$ cat src/rtl/crs_pkg.sv
package crs_pkg;

    localparam int CELLS   = 4;
    localparam int STEPS   = 8;
    localparam int REGIONS = 8;
    localparam int AXES    = 3;
    localparam int STEP_W  = $clog2(STEPS);
    localparam int REG_W   = $clog2(REGIONS);

    typedef logic [CELLS-1:0]  mode_t;
    typedef logic [STEP_W-1:0] step_t;
    typedef logic [REG_W-1:0]  region_t;

    typedef struct packed {
        region_t region;
        step_t   step;
    } rom_addr_t;

    typedef struct packed {
        step_t   step;
        region_t region;
        mode_t   mode;
        logic    oor;
        logic    ill;
    } seq_state_t;

    function automatic logic single_flip(mode_t a, mode_t b);
        return $countones(a ^ b) == 1;
    endfunction

    function automatic mode_t base_mode(step_t k);
        int kk;
        kk = int'(k);
        if (kk < CELLS)
            return mode_t'((1 << (kk + 1)) - 1);
        else
            return mode_t'(((1 << CELLS) - 1) << (kk - CELLS + 1));
    endfunction

    function automatic mode_t default_mode(region_t r, step_t k);
        logic [2*CELLS-1:0] wide;
        mode_t rot;
        mode_t res;
        wide = {base_mode(k), base_mode(k)} << r[1:0];
        rot  = wide[2*CELLS-1:CELLS];
        res  = rot;
        if (r[REG_W-1]) begin
            for (int i = 0; i < CELLS; i++) res[i] = rot[CELLS-1-i];
        end
        return res;
    endfunction

endpackage

$ cat src/rtl/crs_tick_div.sv
module crs_tick_div #(
    parameter int DIV = 4
) (
    input  logic clk,
    input  logic rst,
    output logic tick
);
    localparam int CW = (DIV > 1) ? $clog2(DIV) : 1;
    localparam logic [CW-1:0] LAST = CW'(DIV - 1);

    logic [CW-1:0] cnt;

    always_ff @(posedge clk) begin
        if (rst)              cnt <= '0;
        else if (cnt == LAST) cnt <= '0;
        else                  cnt <= cnt + CW'(1);
    end

    assign tick = (cnt == LAST) && !rst;

    generate
        if (DIV > 1) begin : g_tick_chk

            tick_isolated_chk: assert property (@(posedge clk) disable iff (rst)
                tick |=> !tick);
        end
    endgenerate
endmodule

$ cat src/rtl/crs_region_classifier.sv
module crs_region_classifier #(
    parameter int VW     = 10,
    parameter int V1_LO  = 145, parameter int V1_MID = 150, parameter int V1_HI = 155,
    parameter int V2_LO  = 95,  parameter int V2_MID = 100, parameter int V2_HI = 105,
    parameter int V3_LO  = 45,  parameter int V3_MID = 50,  parameter int V3_HI = 55
) (
    input  logic               clk,
    input  logic               rst,
    input  logic               sample_valid,
    input  logic [VW-1:0]      v1,
    input  logic [VW-1:0]      v2,
    input  logic [VW-1:0]      v3,
    output crs_pkg::region_t   region,
    output logic               outside_any
);
    import crs_pkg::*;

    localparam logic [VW-1:0] LO_C  [AXES] = '{VW'(V1_LO),  VW'(V2_LO),  VW'(V3_LO)};
    localparam logic [VW-1:0] MID_C [AXES] = '{VW'(V1_MID), VW'(V2_MID), VW'(V3_MID)};
    localparam logic [VW-1:0] HI_C  [AXES] = '{VW'(V1_HI),  VW'(V2_HI),  VW'(V3_HI)};

    logic [VW-1:0]   smp [AXES];
    logic [AXES-1:0] outside;

    always_ff @(posedge clk) begin
        if (rst) begin
            smp[0] <= MID_C[0];
            smp[1] <= MID_C[1];
            smp[2] <= MID_C[2];
        end else if (sample_valid) begin
            smp[0] <= v1;
            smp[1] <= v2;
            smp[2] <= v3;
        end
    end

    generate
        for (genvar a = 0; a < AXES; a++) begin : g_axis
            logic          below;
            logic          above;
            logic [VW-1:0] clamped;
            assign below   = smp[a] < LO_C[a];
            assign above   = smp[a] > HI_C[a];
            assign clamped = below ? LO_C[a] : (above ? HI_C[a] : smp[a]);
            assign region[REG_W-1-a] = clamped >= MID_C[a];
            assign outside[a] = below | above;


            axis_side_chk: assert property (@(posedge clk) disable iff (rst)
                (smp[a] >= MID_C[a]) |-> region[REG_W-1-a]);

            axis_outside_chk: assert property (@(posedge clk) disable iff (rst)
                (smp[a] > HI_C[a] || smp[a] < LO_C[a]) |-> outside_any);
        end
    endgenerate

    assign outside_any = |outside;
endmodule

$ cat src/rtl/crs_pattern_rom.sv
module crs_pattern_rom (
    input  logic                clk,
    input  logic                rst,
    input  logic                wr_en,
    input  crs_pkg::rom_addr_t  wr_addr,
    input  crs_pkg::mode_t      wr_mode,
    input  crs_pkg::rom_addr_t  rd_addr,
    output crs_pkg::mode_t      rd_mode
);
    import crs_pkg::*;

    localparam int DEPTH = REGIONS * STEPS;

    mode_t mem [DEPTH];

    always_ff @(posedge clk) begin
        if (rst) begin
            for (int i = 0; i < DEPTH; i++)
                mem[i] <= default_mode(region_t'(i >> STEP_W), step_t'(i));
        end else if (wr_en) begin
            mem[wr_addr] <= wr_mode;
        end
    end

    assign rd_mode = mem[rd_addr];

    logic      chk_vld;
    rom_addr_t chk_addr;
    mode_t     chk_mode;
    always_ff @(posedge clk) begin
        chk_vld  <= !rst && wr_en;
        chk_addr <= wr_addr;
        chk_mode <= wr_mode;
    end


    rom_write_chk: assert property (@(posedge clk) disable iff (rst)
        chk_vld |-> (mem[chk_addr] == chk_mode));
endmodule

$ cat src/rtl/crs_mode_stepper.sv
module crs_mode_stepper (
    input  logic                clk,
    input  logic                rst,
    input  logic                tick,
    input  crs_pkg::region_t    new_region,
    input  logic                new_oor,
    input  crs_pkg::mode_t      rom_mode,
    output crs_pkg::rom_addr_t  rd_addr,
    output crs_pkg::mode_t      mode,
    output crs_pkg::region_t    region,
    output logic                oor_flag,
    output logic                ill_flag
);
    import crs_pkg::*;

    seq_state_t st_q, st_d;
    logic       boundary;

    assign boundary       = (st_q.step == '0);
    assign rd_addr.region = boundary ? new_region : st_q.region;
    assign rd_addr.step   = st_q.step;

    always_comb begin
        st_d = st_q;
        if (tick) begin
            if (boundary) begin
                st_d.region = new_region;
                if (new_oor) st_d.oor = 1'b1;
            end
            if (single_flip(rom_mode, st_q.mode)) st_d.mode = rom_mode;
            else                                  st_d.ill  = 1'b1;
            st_d.step = st_q.step + step_t'(1);
        end
    end

    always_ff @(posedge clk) begin
        if (rst) st_q <= '0;
        else     st_q <= st_d;
    end

    assign mode     = st_q.mode;
    assign region   = st_q.region;
    assign oor_flag = st_q.oor;
    assign ill_flag = st_q.ill;


    mode_hold_chk: assert property (@(posedge clk) disable iff (rst)
        !tick |=> $stable(st_q.mode));

    single_flip_chk: assert property (@(posedge clk) disable iff (rst)
        !$stable(st_q.mode) |-> ($countones(st_q.mode ^ $past(st_q.mode)) == 1));

    region_hold_chk: assert property (@(posedge clk) disable iff (rst)
        (tick && !boundary) |=> $stable(st_q.region));

    oor_sticky_chk: assert property (@(posedge clk) disable iff (rst)
        st_q.oor |=> st_q.oor);

    ill_sticky_chk: assert property (@(posedge clk) disable iff (rst)
        st_q.ill |=> st_q.ill);

    ill_hold_chk: assert property (@(posedge clk) disable iff (rst)
        (tick && ($countones(rom_mode ^ st_q.mode) != 1)) |=> ($stable(st_q.mode) && st_q.ill));
endmodule

$ cat src/rtl/cap_region_sequencer.sv
module cap_region_sequencer #(
    parameter int SMP_W    = 10,
    parameter int TICK_DIV = 4,
    parameter int V1_LO  = 145, parameter int V1_MID = 150, parameter int V1_HI = 155,
    parameter int V2_LO  = 95,  parameter int V2_MID = 100, parameter int V2_HI = 105,
    parameter int V3_LO  = 45,  parameter int V3_MID = 50,  parameter int V3_HI = 55
) (
    input  logic             clk,
    input  logic             rst,
    input  logic [SMP_W-1:0] v1_code,
    input  logic [SMP_W-1:0] v2_code,
    input  logic [SMP_W-1:0] v3_code,
    input  logic             sample_valid,
    input  logic             rom_wr_en,
    input  logic [2:0]       rom_wr_region,
    input  logic [2:0]       rom_wr_step,
    input  logic [3:0]       rom_wr_mode,
    output logic [3:0]       mode_o,
    output logic [2:0]       region_o,
    output logic             tick_o,
    output logic             out_of_range_o,
    output logic             illegal_transition_o
);
    import crs_pkg::*;

    logic      tick;
    region_t   cls_region;
    logic      cls_oor;
    rom_addr_t rd_addr;
    rom_addr_t wr_addr;
    mode_t     rd_mode;

    assign wr_addr.region = rom_wr_region;
    assign wr_addr.step   = rom_wr_step;

    crs_tick_div #(.DIV(TICK_DIV)) i_div (
        .clk(clk), .rst(rst), .tick(tick)
    );

    crs_region_classifier #(
        .VW(SMP_W),
        .V1_LO(V1_LO), .V1_MID(V1_MID), .V1_HI(V1_HI),
        .V2_LO(V2_LO), .V2_MID(V2_MID), .V2_HI(V2_HI),
        .V3_LO(V3_LO), .V3_MID(V3_MID), .V3_HI(V3_HI)
    ) i_cls (
        .clk(clk), .rst(rst), .sample_valid(sample_valid),
        .v1(v1_code), .v2(v2_code), .v3(v3_code),
        .region(cls_region), .outside_any(cls_oor)
    );

    crs_pattern_rom i_rom (
        .clk(clk), .rst(rst), .wr_en(rom_wr_en), .wr_addr(wr_addr),
        .wr_mode(rom_wr_mode), .rd_addr(rd_addr), .rd_mode(rd_mode)
    );

    crs_mode_stepper i_step (
        .clk(clk), .rst(rst), .tick(tick), .new_region(cls_region),
        .new_oor(cls_oor), .rom_mode(rd_mode), .rd_addr(rd_addr),
        .mode(mode_o), .region(region_o), .oor_flag(out_of_range_o),
        .ill_flag(illegal_transition_o)
    );

    assign tick_o = tick;
endmodule

$ cat config.mk
export PLATFORM = sky130hd
export DESIGN_NAME = cap_region_sequencer
export DESIGN_NICKNAME = d
export VERILOG_FILES = /design/src/rtl/crs_pkg.sv /design/src/rtl/crs_tick_div.sv /design/src/rtl/crs_region_classifier.sv /design/src/rtl/crs_pattern_rom.sv /design/src/rtl/crs_mode_stepper.sv /design/src/rtl/cap_region_sequencer.sv
export SDC_FILE = /design/constraint.sdc
export NUM_CORES = 1
export LEC_CHECK = 0
export ABC_CLOCK_PERIOD_IN_PS = 4150
export CORE_MARGIN = 2
export CORE_UTILIZATION = 51
export CTS_BUF_LIST = sky130_fd_sc_hd__clkbuf_16
export CTS_CLUSTER_SIZE = 8
export DETAILED_ROUTE_END_ITERATION = 8
export HOLD_SLACK_MARGIN = 0.03
export PLACE_DENSITY = 0.77
export SLEW_MARGIN = 20
export SYNTH_ARGS = -nofsm -noshare
export SYNTH_HDL_FRONTEND = slang
export SYNTH_SLANG_ARGS = --single-unit
$ cat constraint.sdc
create_clock -name clk -period 4.15 [get_ports clk]
set_input_delay 0.415 -clock clk [delete_from_list [all_inputs] [get_ports clk]]
set_output_delay 0.415 -clock clk [all_outputs]
set_load 0.02 [all_outputs]
Yosys cells after proc, flatten, opt, wreduce, memory -nomap -nowiden
Memories as Yosys holds them, arrays and structs flattened.
Cells that the tools add are included.
{"block": "word_totals", "ff_bits": 14, "ram_bits": 286, "in_bits": 44, "word_cells": 76, "memories": 2}
{"name": "i_rom.mem", "depth": 64, "width": 4, "read_ports": 1, "rd_ports_with_merged_regs": 0, "write_ports": 64, "line_no": "crs_pattern_rom.sv:14", "text": "mode_t mem [DEPTH];"}
{"name": "i_cls.smp", "depth": 3, "width": 10, "read_ports": 3, "rd_ports_with_merged_regs": 0, "write_ports": 3, "line_no": "crs_region_classifier.sv:22", "text": "logic [VW-1:0] smp [AXES];"}
{"block": "op_classes", "add_sub_neg": 5, "n_lt_le_gt_ge": 9, "eq_ne": 2, "n_mux": 35, "n_bitwise": 8, "reduce_logical": 9}
{"op": "$mux 10", "count": 9}
{"op": "$mux 4", "count": 15}
{"op": "$add 32x32->32", "count": 1}
{"op": "$eq 32x2->1 const B", "count": 1}
{"op": "$ge 10x6->1 const B", "count": 1}
{"op": "$ge 10x7->1 const B", "count": 1}
{"op": "$ge 10x8->1 const B", "count": 1}
{"op": "$gt 10x6->1 const B", "count": 1}
{"op": "$gt 10x7->1 const B", "count": 1}
{"op": "$gt 10x8->1 const B", "count": 1}
{"op": "$lt 10x6->1 const B", "count": 1}
{"op": "$lt 10x7->1 const B", "count": 1}
{"op": "$lt 10x8->1 const B", "count": 1}
{"op": "$mux 1", "count": 9}
{"op": "$mux 6", "count": 1}
{"op": "$or 1x1->1", "count": 6}
{"op": "$add 1x1->2", "count": 2}
{"op": "$reduce_and 2->1", "count": 2}
{"op": "$reduce_or 4->1", "count": 1}
{"op": "$xor 4x4->4", "count": 1}
{"op": "$add 3x1->3 const B", "count": 1}
{"op": "$logic_not 3->1", "count": 1}
{"op": "$mux 3", "count": 1}
{"op": "$reduce_and 3->1", "count": 1}
{"op": "other kinds (7)", "count": 7}

Depth between registers and ports, before layout
Gate-level depths: netlist of run 1.
An unclocked memory read counts as a cell.
{"block": "depth", "ltp_word": 13, "depth_mapped": 22, "ltp_nobuf": 16}

Cells and area by module
Synthesis of run 1 repeated with hierarchy kept, for this count alone.
{"block": "unflattened", "hier_cells": 1030, "area_unflattened_um2": 14471.4}
{"module": "crs_pattern_rom", "n_inst": 1, "cells_each": 868, "area_per_inst_um2": 12416.9, "seq_area_each_um2": 7687.4}
{"module": "crs_region_classifier", "n_inst": 1, "cells_each": 86, "area_per_inst_um2": 1271.2, "seq_area_each_um2": 900.9}
{"module": "crs_mode_stepper", "n_inst": 1, "cells_each": 70, "area_per_inst_um2": 699.4, "seq_area_each_um2": 240.2}
{"module": "crs_tick_div", "n_inst": 1, "cells_each": 6, "area_per_inst_um2": 83.8, "seq_area_each_um2": 40.0}

Worst setup path before layout of run 1
OpenSTA, ideal clock, no wires.
{"block": "synth_timing", "path_type": "reg-to-reg", "start": "register i_step.st_q (netlist bit i_step.rd_addr[1])", "end": "register i_step.st_q (netlist bit i_step.mode[0])", "setup_ps": 114, "t_arrival_ps": 4360, "setup_slack_ps": -324, "stages_incl_launch_ff": 23, "path_buffers": 6, "synth_period_minus_slack_ps": 4474, "cell_sequence": "dfxtp_1 buf_2 buf_2 buf_2 inv_1 ha_1 nor2b_2 and3_4 or2_4 buf_12 buf_12 mux2_1 a22oi_1 nand4_1 xor2_1 ha_1 ha_1 fa_1 nor2_1 and3_1 buf_1 nor3b_1 a21o_1"}
{"block": "synth_via", "elab_chain_cells": 8}
{"item": "start, declared", "line_no": "crs_mode_stepper.sv:16", "text": "seq_state_t st_q, st_d;"}
{"item": "start signal, assigned", "line_no": "crs_mode_stepper.sv:38", "text": "else st_q <= st_d;"}
{"item": "$logic_not 3->1", "line_no": "crs_mode_stepper.sv:19", "text": "assign boundary = (st_q.step == '0);"}
{"item": "$mux 3"}
{"item": "$mem_v2 64x4 *"}
{"item": "$xor 4x4->4", "line_no": "crs_pkg.sv:28", "text": "return $countones(a ^ b) == 1;"}
{"item": "$add 1x1->2 (not written as such)", "line_no": "crs_pkg.sv:28"}
{"item": "$add 32x32->32 (not written as such)", "line_no": "crs_pkg.sv:28"}
{"item": "$eq 32x2->1", "line_no": "crs_pkg.sv:28"}
{"item": "$reduce_and 2->1 (no line)"}
Every way passes the cells marked *; elsewhere a longest branch is shown, timed or not.
A chain may end at the register's enable or synchronous reset.

Worst setup path after layout of run 1
{"block": "layout_timing", "start": "register i_step.st_q (netlist bit i_step.rd_addr[0])", "end": "register i_step.st_q (netlist bit i_step.mode[0])"}
The elaborated chain is that of the path after synthesis.

==> results.sh, run 1 <==
export IMPL_status="finished clean"
export IMPL_path_class="flip-flop to flip-flop"
export IMPL_dp_final_hpwl_um=22450
export IMPL_synth_edf_count=286
export IMPL_ys_types=64
export IMPL_maxCapViolCount=0
export IMPL_powerDensity_mw_per_mm2=453.9
export IMPL_syn_num_nets=1096
export IMPL_finalCriticalPeriod_ns=4.079
export IMPL_ys_async_sr_fraction_pct=0
export IMPL_place_inst=1394
export IMPL_cts_num_sinks=300
export IMPL_io_pins=54
export IMPL_regArea_mm2=0.008874
export IMPL_endpoint_kind="flip-flop"
export IMPL_clk_path_buf_depth=3
export IMPL_die_w_um=172.6
export IMPL_vias_per_cell=6.528
export IMPL_start_util_pct=52.04
export IMPL_coreArea_mm2=0.02786
export IMPL_setup_viol=0
export IMPL_gp_congestion=0.8946
export IMPL_grt_pass1_vias=9495
export IMPL_yosysSeqAreaShare_pct=61.17
export IMPL_r2r_cells=16
export IMPL_cellLeakagePower_uw=0.006080
export IMPL_critPathArrivalTime_ns=4.49
export IMPL_required_ns=4.56
export IMPL_hold_class="input pin to flip-flop"
export IMPL_use_met2_pct=40.66
export IMPL_r2r_start="i_step.rd_addr[0]$_SDFFE_PP0P_"
export IMPL_cts_buffers=43
export IMPL_layout_drive_gt1_share_pct=19.82
export IMPL_hold_viol=0
export IMPL_syn_area_per_cell_um2=13.87
export IMPL_fp_dieH_um=172.6
export IMPL_use_met3_pct=3.958
export IMPL_ant_nets=0
export IMPL_grt_busiest_layer="met2"
export IMPL_htree_levels=2
export IMPL_final_setup_tns_ns=0
export IMPL_fmax_mhz=245.1
export IMPL_ys_flop_type="edfxtp_1"
export IMPL_r2r_end="i_step.mode[0]$_SDFFE_PP0P_"
export IMPL_rows=61
export IMPL_crit_fanout=27
export IMPL_syn_instance_count=1045
export IMPL_vias=9551
export IMPL_firstDrtPassIters=7
export IMPL_multi_input_area_mm2=0.005218
export IMPL_peakVddDrop_mv=0.2484
export IMPL_n_antenna_cell=0
export IMPL_ys_ff_latch=300
export IMPL_hold_buffers=0
export IMPL_final_nets=1119
export IMPL_crit_path_end="i_step.mode[0]$_SDFFE_PP0P_"
export IMPL_dieArea_mm2=0.02979
export IMPL_drc=0
export IMPL_slew_viol_final=0
export IMPL_fin_skew_ns=0.01102
export IMPL_grtUsageTotal_pct=24.43
export IMPL_cts_root_buf="clkbuf_16"
export IMPL_grt_max_degree=67
export IMPL_antenna_found_initial=1
export IMPL_wirelength_um=36990
export IMPL_finalNonFillerCells=1463
export IMPL_clock_latency_ns=0.53
export IMPL_grt_use_met1_pct=33.08
export IMPL_r2r_setup_slack_ns=0.07
export IMPL_cts_tree="done"
export IMPL_portBuffers=53
export IMPL_syn_to_final_growth_pct=15.56
export IMPL_finalCritPeriodShare_pct=98.29
export IMPL_startpoint="i_step.rd_addr[0]$_SDFFE_PP0P_"
export IMPL_drt_iter0_drc=1172
export IMPL_fill_cells=2030
export IMPL_start_kind="flip-flop"
export IMPL_path_clk_slew_ns=0.05
export IMPL_grt_pass1_wl_um=56300
export IMPL_syn_area_mm2=0.01450
export IMPL_wire_per_inst_um=25.28
export IMPL_relSlewSlack_pct=32.30
export IMPL_overflow=0
export IMPL_tightestPinTransition_ns=1.015
export IMPL_yosys_warnings=0
layout by cell type, fill, tap and decap left out, types with 14 or more instances in the layout:
master           Yosys  routed
a21o_1              59      58
and2_1              25      24
and3_1             110     109
buf_4                2      40
clkbuf_16            0      46
clkdlybuf4s50_1      0      49
edfxtp_1           286     286
inv_1                6      21
mux4_2              66      67
nand2_1             27      27
nand2b_1            14      14
nand3_1             33      33
nor2_1              31      26
nor3_1              34      30
or3_1               94      94
how the worst min path moves through the flow:
stage | start | end | slack (ns) | cells past startpoint
detailed placement | i_div.cnt[0]$_SDFF_PP0_ | i_div.cnt[0]$_SDFF_PP0_ | 0.43 | 1
global route | rst | i_step.oor_flag$_SDFFE_PP0P_ | 0.39 | 2
global placement | i_div.cnt[0]$_SDFF_PP0_ | i_div.cnt[0]$_SDFF_PP0_ | 0.42 | 1
floorplan | i_div.cnt[0]$_SDFF_PP0_ | i_div.cnt[0]$_SDFF_PP0_ | 0.41 | 1
CTS | rst | i_step.region[2]$_SDFFE_PP0P_ | 0.36 | 2
finish | rst | i_step.region[0]$_SDFFE_PP0P_ | 0.37 | 2
critical path, cell delays in order (launching register included):
cell and delay [ns]:
dfxtp_4 0.37, buf_12 0.10, buf_16 0.22, mux4_2 0.61, nor4b_1 0.17, a31oi_1 0.22
a31o_2 0.23, nand4_1 0.19, xor2_1 0.20, ha_1 0.29, ha_2 0.18, fa_1 0.45
nor2_2 0.15, and3_4 0.20, buf_12 0.12, nor3b_2 0.05, a21o_1 0.19
report_power, final:
group          switching (uW)  leakage (uW)  internal [uW]  total (uW)
Clock                    1220      0.000644           1900        3130
Combinational             504       0.00251            422         927
Sequential               66.8       0.00293           3490        3550
Total                    1790       0.00608           5810        7600
what timing repair did:
item,in CTS,in global routing
resized for setup,5,17
endpoints found under the hold margin,0,0
gates cloned,0,1
endpoints found under the setup margin,4,5
buffers inserted,0,5
pin swaps,0,4
per-stage QoR:
step                      utilization [%]  total power (uW)  setup slack (ns)  area [um2]  hold slack (ns)
after global routing                60.14              7815          -0.08752       16750           0.3900
after global placement              55.10              4383            0.1751       15350           0.4161
after CTS                           59.48              7499          0.005221       16570           0.3598
after floorplan                         -              4116          0.005958       14570           0.4084
after detailed placement            55.10              4410          -0.03315       15350           0.4327
final                               60.14              7605           0.07078       16750           0.3723
Yosys cell counts (10+ instances only):
library cell	count	share of area [%]
or3_1	94	4.1
a21o_1	59	3.1
and3_1	110	4.7
a31oi_1	10	0.43
mux4_2	66	10
clkbuf_1	102	2.6
nor3_1	34	1.2
and2_1	25	1.1
nor2_1	31	0.80
edfxtp_1	286	59
nand2_1	27	0.70
dfxtp_1	14	1.9
nand3_1	33	1.1
nand2b_1	14	0.60
registers in the layout, summed over array words and instances (netlist names):
name / flops
i_rom.mem: 256
i_cls.smp: 30
i_step.mode: 4
i_step.rd_addr: 3
i_step.region: 3
i_div.cnt: 2
i_step.ill_flag: 1
i_step.oor_flag: 1
final cells by class:
class	instances	area share [%]
Inverter	6	0.1344
Timing Repair Buffer	98	5.825
Sequential cell	300	52.96
Multi-Input combinational cell	619	31.14
Tap cell	378	2.823
Clock buffer	45	6.721
Clock inverter	17	0.3883
cell families (layout without fill, tap and decap cells):
logic type / Yosys count / count (layout) / synth area share, %
AND/OR/NAND/NOR: 419 / 419 / 17.04
multiplexers: 77 / 77 / 11.16
XOR/XNOR: 6 / 6 / 0.3625
AO/OA/AOI/OAI: 110 / 110 / 5.800
adder cells (fa/ha/maj): 7 / 7 / 0.6559
flip-flops: 300 / 300 / 61.17
buffers and inverters: 126 / 166 / 3.806
layer usage:
layer  part of all wire, %  up-vias
met5                     0        -
met4                   2.8        0
met3                   8.8       86
met2                    49      583
met1                    40     4789
li1                      -     4093
(Power assumes the default switching activity.)
==> inputs of run 2 (changes only) <==
--- a/config.mk
+++ b/config.mk
@@ -6,14 +6,14 @@
 export NUM_CORES = 1
 export LEC_CHECK = 0
 export ABC_CLOCK_PERIOD_IN_PS = 4150
-export CORE_MARGIN = 2
 export CORE_UTILIZATION = 51
 export CTS_BUF_LIST = sky130_fd_sc_hd__clkbuf_16
 export CTS_CLUSTER_SIZE = 8
 export DETAILED_ROUTE_END_ITERATION = 8
 export HOLD_SLACK_MARGIN = 0.03
 export PLACE_DENSITY = 0.77
-export SLEW_MARGIN = 20
+export SKIP_CTS_REPAIR_TIMING = 1
+export SLEW_MARGIN = 40
 export SYNTH_ARGS = -nofsm -noshare
 export SYNTH_HDL_FRONTEND = slang
 export SYNTH_SLANG_ARGS = --single-unit
==> run 2 against run 1 <==
Compared with the run above:
- clock skew increased by 0.0033 ns
- flip-flop and latch count stayed put
- sequential share of layout area decreased by 0.65 points
- setup slack got worse by 0.065 ns
- global-route usage grew 1.8 points
- non-clock buffer count rose by 26
- first-iteration DRC count decreased by 0.85%
- highest routed layer unchanged
==> results.sh, run 2 (synthesis results as in run 1) <==
export IMPL_drt_iter0_drc=1162
export IMPL_cellLeakagePower_uw=0.006213
export IMPL_setup_viol=0
export IMPL_finalNonFillerCells=1489
export IMPL_cts_root_buf="clkbuf_16"
export IMPL_place_inst=1413
export IMPL_clock_latency_ns=0.53
export IMPL_layout_common_cells="286 x edfxtp_1, 108 x and3_1, 94 x or3_1"
export IMPL_relSlewSlack_pct=40.63
export IMPL_hold_class="flip-flop to flip-flop"
export IMPL_io_pins=54
export IMPL_r2r_end="i_step.mode[0]$_SDFFE_PP0P_"
export IMPL_firstDrtPassIters=5
export IMPL_use_met2_pct=42.09
export IMPL_cts_num_sinks=300
export IMPL_antenna_found_initial=0
export IMPL_fin_skew_ns=0.01433
export IMPL_use_met3_pct=5.089
export IMPL_crit_chain="inv_1 -> ha_1 -> nor2b_4 -> and3_4 -> buf_4 -> buf_4 -> nor4b_1 -> a31oi_1 -> a31o_2 -> nand4_1 -> xor2_1 -> ha_1 -> ha_2 -> fa_1 -> nor2_2 -> and3_4 -> buf_6 -> nor3b_2 -> a21o_1"
export IMPL_cpLargestDelayFamily="simple AND/OR/NAND/NOR gates"
export IMPL_crit_cells=19
export IMPL_required_ns=4.57
export IMPL_clk_path_buf_depth=3
export IMPL_cts_tree="done"
export IMPL_critPathArrivalTime_ns=4.56
export IMPL_vias_per_cell=6.407
export IMPL_power_uw=7671
export IMPL_finalCriticalPeriod_ns=4.144
export IMPL_fmax_mhz=241.3
export IMPL_start_util_pct=52.04
export IMPL_portBuffers=53
export IMPL_coreArea_mm2=0.02786
export IMPL_endpoint_kind="flip-flop"
export IMPL_whs_ns=0.4475
export IMPL_powerDensity_mw_per_mm2=452.3
export IMPL_peakVddDrop_mv=0.2791
export IMPL_cts_buffers=43
export IMPL_grtUsageTotal_pct=26.25
export IMPL_path_clk_slew_ns=0.05
export IMPL_holdPathEnd="i_div.cnt[0]$_SDFF_PP0_"
export IMPL_slew_viol_final=0
export IMPL_grt_max_degree=67
export IMPL_grt_busiest_layer="met2"
export IMPL_layout_commonest_cell="edfxtp_1"
export IMPL_top_register="i_rom.mem"
export IMPL_die_w_um=170.6
export IMPL_rows=61
export IMPL_r2r_start="i_step.rd_addr[0]$_SDFFE_PP0P_"
export IMPL_overflow=0
export IMPL_htree_levels=2
export IMPL_final_nets=1145
export IMPL_start_kind="flip-flop"
export IMPL_dp_final_hpwl_um=23020
export IMPL_maxCapViolCount=0
export IMPL_wire_per_inst_um=25.02
export IMPL_syn_to_final_growth_pct=17.00
export IMPL_hold_depth=1
export IMPL_drc=0
export IMPL_ant_nets=0
export IMPL_layout_drive_gt1_share_pct=21.78
export IMPL_vias=9540
export IMPL_dieArea_mm2=0.02910
export IMPL_cp_slowest_stage_delay_ns=0.50
export IMPL_tightestPinTransition_ns=0.8906
export IMPL_grt_use_met1_pct=34.91
export IMPL_grt_pass1_wl_um=56880
export IMPL_largest_reg_flops=256
export IMPL_finalCritPeriodShare_pct=99.86
export IMPL_r2r_cells=19
export IMPL_path_class="flip-flop to flip-flop"
export IMPL_gp_congestion=0.9205
export IMPL_r2r_setup_slack_ns=0.006
export IMPL_fp_dieH_um=170.6
export IMPL_hold_viol=0
export IMPL_fill_cells=2018
export IMPL_crit_slowest_cell="nor4b_1"
export IMPL_status="finished clean"
export IMPL_hp_start="i_div.cnt[0]$_SDFF_PP0_"
export IMPL_grt_pass1_vias=9618
export IMPL_n_antenna_cell=0
export IMPL_wirelength_um=37260
export IMPL_crit_buf_inv=4
export IMPL_crit_fanout=5
export IMPL_fin_util_pct=60.89
==> run 2: how the worst max path moves through the flow <==
stage	start	endpoint
detailed placement	i_step.rd_addr[0]$_SDFFE_PP0P_	i_step.mode[0]$_SDFFE_PP0P_
finish	i_step.rd_addr[0]$_SDFFE_PP0P_	i_step.mode[0]$_SDFFE_PP0P_
CTS	i_step.rd_addr[0]$_SDFFE_PP0P_	i_step.mode[0]$_SDFFE_PP0P_
floorplan	i_step.rd_addr[0]$_SDFFE_PP0P_	i_step.mode[0]$_SDFFE_PP0P_
global route	i_step.rd_addr[0]$_SDFFE_PP0P_	i_step.mode[0]$_SDFFE_PP0P_
global placement	i_step.rd_addr[0]$_SDFFE_PP0P_	i_step.mode[0]$_SDFFE_PP0P_
==> run 2: cell type report <==
cell class	count	area, um2	share of cell area [%]
flip-flops and latches	300	8874	52.31
well taps	378	473.0	2.788
multi-input cells	619	5235	30.86
repair buffers	124	1146	6.757
clock buffers	44	1101	6.491
clock inverters	18	111.4	0.6565
inverters	6	22.52	0.1328
==> run 2: per-layer routing <==
metal | wire (um) | vias up
met1 | 14050 | 4681
met3 | 3992 | 114
met2 | 17660 | 606
li1 | - | 4139
met5 | 0 | -
met4 | 1562 | 0
==> run 2: power breakdown <==
group	switching [uW]	internal, uW
clock network	1220	1940
registers	68.4	3490
logic	512	446
==> run 2: per-stage QoR <==
stage	instance area (um2)	setup WS, ns	setup TNS [ns]
5_1_grt	16960	-0.09895	-0.3480
6_report	16960	0.005707	0
3_3_place_gp	15480	0.09716	0
4_1_cts	16690	-0.05865	-0.1688
2_1_floorplan	14570	0.005958	0
3_5_place_dp	15480	-0.02677	-0.04221
